--- config.mk ---
export PLATFORM = sky130hd
export DESIGN_NAME = eta_adder
export DESIGN_NICKNAME = d
export VERILOG_FILES = /design/src/rtl/eta_pkg.sv /design/src/rtl/eta_rca.sv /design/src/rtl/eta_ctl_cell.sv /design/src/rtl/eta_ctl_gen.sv /design/src/rtl/eta_xor_array.sv /design/src/rtl/eta_adder.sv
export SDC_FILE = /design/constraint.sdc
export NUM_CORES = 1
export LEC_CHECK = 0
export BUFFER_PORTS_ARGS = -buffer_cell sky130_fd_sc_hd__clkbuf_2
export CORE_MARGIN = 2
export CORE_UTILIZATION = 37
export CTS_BUF_LIST = sky130_fd_sc_hd__clkbuf_4 sky130_fd_sc_hd__clkbuf_8
export DETAILED_ROUTE_END_ITERATION = 12
export PLACE_DENSITY = 0.8
export SYNTH_ARGS = -nofsm -noshare
export SYNTH_HDL_FRONTEND = slang
export SYNTH_SLANG_ARGS = --single-unit
--- constraint.sdc ---
create_clock -name clk_i -period 0.9 [get_ports clk_i]
set_clock_uncertainty 0.05 [all_clocks]
set_input_delay 0.18 -clock clk_i [delete_from_list [all_inputs] [get_ports clk_i]]
set_output_delay 0.18 -clock clk_i [all_outputs]
set_load 0.02 [all_outputs]
--- src/rtl/eta_pkg.sv ---
package eta_pkg;
  localparam int unsigned ETA_WIDTH = 64;
  localparam int unsigned ETA_LOW_W = 40;
  localparam int unsigned ETA_GRP_W = 4;
endpackage

--- src/rtl/eta_rca.sv ---
// Exact ripple-carry part, carry-in tied low.
module eta_rca #(
  parameter int unsigned W = 24
) (
  input  logic [W-1:0] a_i,
  input  logic [W-1:0] b_i,
  output logic [W-1:0] sum_o,
  output logic         cout_o
);
  logic [W:0] carry;
  assign carry[0] = 1'b0;

  for (genvar i = 0; i < W; i++) begin : g_fa
    assign sum_o[i]   = a_i[i] ^ b_i[i] ^ carry[i];
    assign carry[i+1] = (a_i[i] & b_i[i]) | (carry[i] & (a_i[i] ^ b_i[i]));
  end

  assign cout_o = carry[W];
endmodule

--- src/rtl/eta_ctl_cell.sv ---
// One control cell: high if control arrives from above or this bit generates.
module eta_ctl_cell (
  input  logic ctl_in_i,
  input  logic gen_i,
  output logic ctl_o
);
  assign ctl_o = ctl_in_i | gen_i;
endmodule

--- src/rtl/eta_ctl_gen.sv ---
// Grouped control chain with skip links between groups.
module eta_ctl_gen #(
  parameter int unsigned LOW_W = 40,
  parameter int unsigned GRP_W = 4
) (
  input  logic [LOW_W-1:0] a_i,
  input  logic [LOW_W-1:0] b_i,
  output logic [LOW_W-1:0] ctl_o
);
  localparam int unsigned N_GRP = LOW_W / GRP_W;

  logic [LOW_W-1:0] gen;
  logic [N_GRP:0]   skip;   // skip[g]: a both-one position seen in group g or above

  assign gen         = a_i & b_i;
  assign skip[N_GRP] = 1'b0;

  for (genvar g = 0; g < N_GRP; g++) begin : g_grp
    assign skip[g] = skip[g+1] | (|gen[g*GRP_W +: GRP_W]);
    for (genvar j = 0; j < GRP_W; j++) begin : g_cell
      localparam int unsigned IDX = g * GRP_W + j;
      if (j == GRP_W - 1) begin : g_lead
        eta_ctl_cell u_cell (
          .ctl_in_i (skip[g+1]),
          .gen_i    (gen[IDX]),
          .ctl_o    (ctl_o[IDX])
        );
      end else begin : g_follow
        eta_ctl_cell u_cell (
          .ctl_in_i (ctl_o[IDX+1]),
          .gen_i    (gen[IDX]),
          .ctl_o    (ctl_o[IDX])
        );
      end
    end
  end

  // Controls form a thermometer code from the top both-one position downward.
  always_comb begin
    for (int i = 1; i < LOW_W; i++) begin
      p_ctl_thermo_r5: assert (!ctl_o[i] || ctl_o[i-1]);
      p_ctl_gen_r3:    assert (!gen[i] || ctl_o[i]);
    end
    p_ctl_top_r4: assert (ctl_o[LOW_W-1] == gen[LOW_W-1]);
  end
endmodule

--- src/rtl/eta_xor_array.sv ---
// Carry-free sum: XOR per bit, forced high when its control is set.
module eta_xor_array #(
  parameter int unsigned LOW_W = 40
) (
  input  logic [LOW_W-1:0] a_i,
  input  logic [LOW_W-1:0] b_i,
  input  logic [LOW_W-1:0] ctl_i,
  output logic [LOW_W-1:0] sum_o
);
  for (genvar i = 0; i < LOW_W; i++) begin : g_bit
    assign sum_o[i] = ctl_i[i] ? 1'b1 : (a_i[i] ^ b_i[i]);
  end
endmodule

--- src/rtl/eta_adder.sv ---
module eta_adder
  import eta_pkg::*;
#(
  parameter int unsigned WIDTH   = ETA_WIDTH,
  parameter int unsigned LOW_W   = ETA_LOW_W,
  parameter int unsigned GRP_W   = ETA_GRP_W,
  parameter bit          OUT_REG = 1'b1
) (
  input  logic             clk_i,
  input  logic             rst_ni,
  input  logic [WIDTH-1:0] a_i,
  input  logic [WIDTH-1:0] b_i,
  output logic [WIDTH:0]   sum_o
);
  localparam int unsigned HIGH_W = WIDTH - LOW_W;

  logic [HIGH_W-1:0] hi_sum;
  logic              hi_cout;
  logic [LOW_W-1:0]  lo_ctl;
  logic [LOW_W-1:0]  lo_sum;
  logic [WIDTH:0]    sum_d;

  eta_rca #(.W(HIGH_W)) u_rca (
    .a_i    (a_i[WIDTH-1:LOW_W]),
    .b_i    (b_i[WIDTH-1:LOW_W]),
    .sum_o  (hi_sum),
    .cout_o (hi_cout)
  );

  eta_ctl_gen #(.LOW_W(LOW_W), .GRP_W(GRP_W)) u_ctl (
    .a_i   (a_i[LOW_W-1:0]),
    .b_i   (b_i[LOW_W-1:0]),
    .ctl_o (lo_ctl)
  );

  eta_xor_array #(.LOW_W(LOW_W)) u_xor (
    .a_i   (a_i[LOW_W-1:0]),
    .b_i   (b_i[LOW_W-1:0]),
    .ctl_i (lo_ctl),
    .sum_o (lo_sum)
  );

  assign sum_d = {hi_cout, hi_sum, lo_sum};

  if (OUT_REG) begin : g_oreg
    logic [WIDTH:0] sum_q;
    logic           valid_q;  // register holds a captured result

    always_ff @(posedge clk_i or negedge rst_ni) begin
      if (!rst_ni) begin
        sum_q   <= '0;
        valid_q <= 1'b0;
      end else begin
        sum_q   <= sum_d;
        valid_q <= 1'b1;
      end
    end
    assign sum_o = sum_q;

    p_hi_exact_r1: assert property (@(posedge clk_i) disable iff (!rst_ni)
      valid_q |-> sum_o[WIDTH:LOW_W] ==
        ({1'b0, $past(a_i[WIDTH-1:LOW_W])} + {1'b0, $past(b_i[WIDTH-1:LOW_W])}));

    p_exact_no_gen_r6: assert property (@(posedge clk_i) disable iff (!rst_ni)
      (valid_q && ($past(a_i[LOW_W-1:0] & b_i[LOW_W-1:0]) == '0)) |->
        sum_o == ({1'b0, $past(a_i)} + {1'b0, $past(b_i)}));

    p_lsb_sat_r3: assert property (@(posedge clk_i) disable iff (!rst_ni)
      (valid_q && ($past(a_i[LOW_W-1:0] & b_i[LOW_W-1:0]) != '0)) |-> sum_o[0]);

    p_idle_zero_r7: assert property (@(posedge clk_i) disable iff (!rst_ni)
      !valid_q |-> sum_o == '0);
  end else begin : g_comb
    assign sum_o = sum_d;
  end
endmodule

Word level (Yosys, flattened, before mapping)
Index checks and enable logic that the tools add are counted.

storage, ports and cells
  register bits = 65
  bits of input ports = 130
  output and inout bits = 65
  logic and storage cells = 255

cells by class
  muxes and demuxes = 40
  bitwise logic cells = 205
  reductions and logical operators = 9

operators by type and width
  cell                count
  XOR 1 bit           87
  OR 1 bit            70
  bitwise AND 1 bit   47
  bitwise AND 40 bit  1
  two-way mux 1 bit   40
  OR reduction 4 bit  9

Depth between registers and ports, before layout
  depth in word-level cells = 47
  mapped depth = 28
  mapped depth without buffers = 28

By module
A second synthesis with hierarchy kept.

unflattened totals
  cell total of the unflattened synthesis = 291
  area, all modules = 3397.0 um^2

by module, submodules not included
  module         times used  cells an instance  area an instance (um^2)  sequential area each (um^2)
  eta_adder      1           65                 1626.6                   1626.6
  eta_xor_array  1           80                 600.6                    0.0
  eta_rca        1           34                 510.5                    0.0
  eta_ctl_gen    1           72                 409.1                    0.0
  eta_ctl_cell   40          1                  6.3                      0.0

Worst setup path after synthesis
OpenSTA, ideal clock, no wires.

  path kind = input-to-reg
  from = input a_i[40]
  to = register g_oreg.sum_q[63], in the netlist sum_o[63]
  library setup time = 64 ps
  data arrival time = 9037 ps
  required time = 786 ps
  setup slack = -8251 ps
  stages on the path = 28
  path buffers = 0
  cell sequence = ha_1 -> fa_1 -> fa_1 -> fa_1 -> fa_1 -> fa_1 -> fa_1 -> fa_1 -> fa_1 -> fa_1 -> fa_1 -> fa_1 -> fa_1 -> fa_1 -> fa_1 -> fa_1 -> inv_1 -> fa_1 -> inv_1 -> fa_1 -> fa_1 -> fa_1 -> fa_1 -> fa_1 -> fa_1 -> inv_1 -> fa_1 -> inv_1

between the ends
  cells in the longest elaborated chain, start to end = 46

RTL lines
  what                             RTL line         RTL
  start, declared                  eta_adder.sv:11  input logic [WIDTH-1:0] a_i,
  bitwise AND 1 bit (2 in series)  eta_rca.sv:15    assign carry[i+1] = (a_i[i] & b_i[i]) | (carry[i] & (a_i[i] ^ b_i[i]));
  OR 1 bit                         eta_rca.sv:15
  bitwise AND 1 bit                eta_rca.sv:15
  OR 1 bit                         eta_rca.sv:15
  bitwise AND 1 bit                eta_rca.sv:15
  OR 1 bit                         eta_rca.sv:15
  bitwise AND 1 bit                eta_rca.sv:15
  OR 1 bit                         eta_rca.sv:15
  [... 30 more ...]                -
  bitwise AND 1 bit                eta_rca.sv:15
  OR 1 bit                         eta_rca.sv:15
  bitwise AND 1 bit                eta_rca.sv:15
  OR 1 bit                         eta_rca.sv:15
  bitwise AND 1 bit                eta_rca.sv:15
  OR 1 bit                         eta_rca.sv:15
  XOR 1 bit                        eta_rca.sv:14    assign sum_o[i] = a_i[i] ^ b_i[i] ^ carry[i];
  via hi_sum[23]                   eta_adder.sv:17  logic [HIGH_W-1:0] hi_sum;
  end signal, assigned             eta_adder.sv:54  sum_q <= sum_d;
  end, declared                    eta_adder.sv:46  logic [WIDTH:0] sum_q;

The timed path passes the listed nets, and every way through them passes these cells.

Worst setup path after layout
Ends and elaborated chain as after synthesis.

==> metrics.md <==
| Metric | Value |
|---|---|
| Most frequent cells in the layout | `clkbuf_2, buf_6, dfrtp_1` |
| Final setup violating endpoints | `~130` |
| Max-cap violation count | `0` |
| Gr ovfl total | `0` |
| Final Cycle Share | `9.280` |
| Yosys cell types | `25` |
| Synth Net Count | `roughly 410` |
| Detailed Place HPWL | `about 6900 µm` |
| Slew Viols, Final | `0` |
| Critical path required time | `1.13 ns` |
| CTS Buffer Depth | `2` |
| Final hold vios | `0` |
| Post-synthesis register bit count | `65` |
| Unrepaired setup endpoints after global routing | `true` |
| Rel. slew slack | `0.6825` |
| Top-level I/O count | `195` |
| Vert. Die Dim | `96.13 µm` |
| Sequential fraction of the synthesis area | `0.5179` |
| TritonCTS Sinks | `65` |
| Placed insts | `around 550` |
| Maximum VDD drop | `around 1.1 mV` |
| Failing checks | `negative setup slack` |
| Number of global-route vias before repair | `2797` |
| Avg Cell Area, Syn | `approximately 14 µm²` |
| Pin count of the biggest net entering global routing | `66` |
| CP Launch Type | `input port` |
| Cell count after synthesis | `219` |
| Share of layout cells above drive strength 1 | `0.6681` |
| DRC viols | `0` |
| Vias per cell | `4.743` |
| Period minus WS final | `8.352 ns` |
| Worst Setup End Kind | `register` |
| All-layer global routing usage | `0.1826` |
| Htree depth | `3` |
| Worst setup margin | `-7.452 ns` |
| Port Buf Inserts | `between 150 and 200` |
| Warnings from Yosys | `0` |
| Max stage delay on crit path | `0.39 ns` |
| Layout Cells excl Fill | `572` |
| Post-Route WL | `9318 µm` |
| Starting Density | `0.3822` |
| Die area | `around 0.0092 mm²` |
| Cell seen most often among critical-path stages | `fa_2` |
| Hold crit path type | `input port to register` |
| Least-Margin Pin Slew | `0.4720 ns` |
| Status | `finished with violations` |
| Largest fanout on the critical path | `1` |
| Nets@finish | `655` |
| RePlAce Congestion | `0.8059` |
| Crit path kind | `input port to register` |
| Clock slew at reported path FFs | `0.08 ns` |
| CP max-delay cell | `fa_1` |
| Core area | `between 0.008 and 0.009 mm²` |
| DR vias | `2713` |
| Utilization after layout | `0.6820` |
| Placement Rows | `33` |
| Initial DRC Count | `39` |
| Max reg flops | `65` |
| Leakage | `2.589 nW` |
| Worst Path Arrival | `approximately 8.6 ns` |
| CTS tree | `done` |
| Initial antenna violation count | `0` |
| First-pass GRT wire length | `12500 µm` |
| Wire per inst | `16.29 µm` |
| Commonest non-fill, non-tap cell in the layout | `clkbuf_2` |
| Pwr dens | `1487 mW/mm²` |
| Synthesized cell area | `about 0.0031 mm²` |
| Highest Clock Rate | `0.1197 GHz` |
| CTS Buf Count | `9` |
| First-pass iteration count of the detailed router | `4` |
| Clk Tree Root Cell | `clkbuf_8` |
| # diodes | `0` |
| Setup TNS | `-126.68 ns` |
| Post-route ant nets | `0` |
| Area Overhead vs Synth | `78.45%` |
| Die Span X | `96.13 µm` |
## worst max-delay path: cells and delay by family
| kind | cells | cell delay, ns |
|---|---|---|
| buf+inv | 5 | 0.32 |
| fa+ha+maj | 24 | 8.10 |
## cell families after synthesis
family,synth area share
buffers and inverters,0.01474
AOI/OAI and AO/OA,0.01036
DFF,0.5179
adders and majority gates,0.3060
and+or+nand+nor,0.1510
## what timing repair did
item / CTS / global route
setup endpoints to repair: 125 / 125
hold buffers: 1 / 1
gates resized for setup: 19 / 211
cloned: 0 / 2
pin swaps: 4 / 6
endpoints found under the hold margin: 65 / 1
setup buffers: 0 / 6
## synth_stat cells
cell type  instances  area (µm²)
clkbuf_1           1       3.750
or4_1              8       60.06
ha_1              40       500.5
nand3b_1           5       37.54
nand4b_1           2       17.52
nand2b_1           3       18.77
a2111o_1           2       22.52
nor3_1             7       35.03
a211o_2            1       10.01
nor4_4             1       21.27
or2_2              3       18.77
nand2_1            1       3.750
nor2_1            11       41.29
or4_2              1       8.760
nand3_1           11       55.05
dfrtp_1           65        1627
or4_4              1       11.26
or3_2              3       22.52
nand4_1            5       31.28
fa_1              23       460.4
inv_1             10       37.54
or3_1              6       37.54
nor4_1             7       43.79
buf_2              1       5.000
nor3_2             1       10.01
## final timing paths
path,startpoint,endpoint,depth (start not counted)
worst max-delay path,a_i[40],sum_o[63],29
min in group asynchronous,rst_ni,sum_o[39],3
max in group asynchronous,rst_ni,sum_o[29],3
worst min-delay path,a_i[39],sum_o[39],3
## metal layers
layer	wire length [µm]	share of wire	track usage
met1	3149	0.34	0.1870
met2	5344	0.57	0.3472
met3	715	0.077	0.05560
met4	109	0.012	0.06310
met5	0	0	0
## layout make-up
| class | instances | area, µm² |
|---|---|---|
| multi-input combinational | 142 | 1735 |
| inverter | 10 | 37.54 |
| tap | 105 | 131.4 |
| clock inverter | 7 | 102.6 |
| fill | 595 | 2613 |
| clock buffer | 9 | 123.9 |
| sequential | 65 | 1627 |
| timing repair buffer | 234 | 1847 |
## where the power goes
part | leakage (nW) | internal [mW] | total (mW) | switching, mW
registers | 0.650 | 3.16 | 3.29 | 0.126
clock network | 0.110 | 1.58 | 2.78 | 1.20
logic | 1.83 | 1.20 | 2.26 | 1.06
total | 2.59 | 5.94 | 8.33 | 2.39
## through the flow
stage	cell area, µm²	setup WS, ns	power [mW]	hold slack, ns
finish	5604	-7.452	8.331	0.09993
global route	5604	-7.583	8.780	0.08317
CTS	5006	-7.450	7.973	0.01759
detailed placement	4695	-7.795	5.143	0.1710
global placement	4695	-7.602	5.025	0.1707
floorplan	3354	-7.416	4.152	-0.1656
Power figures use the tool's default switching activity.
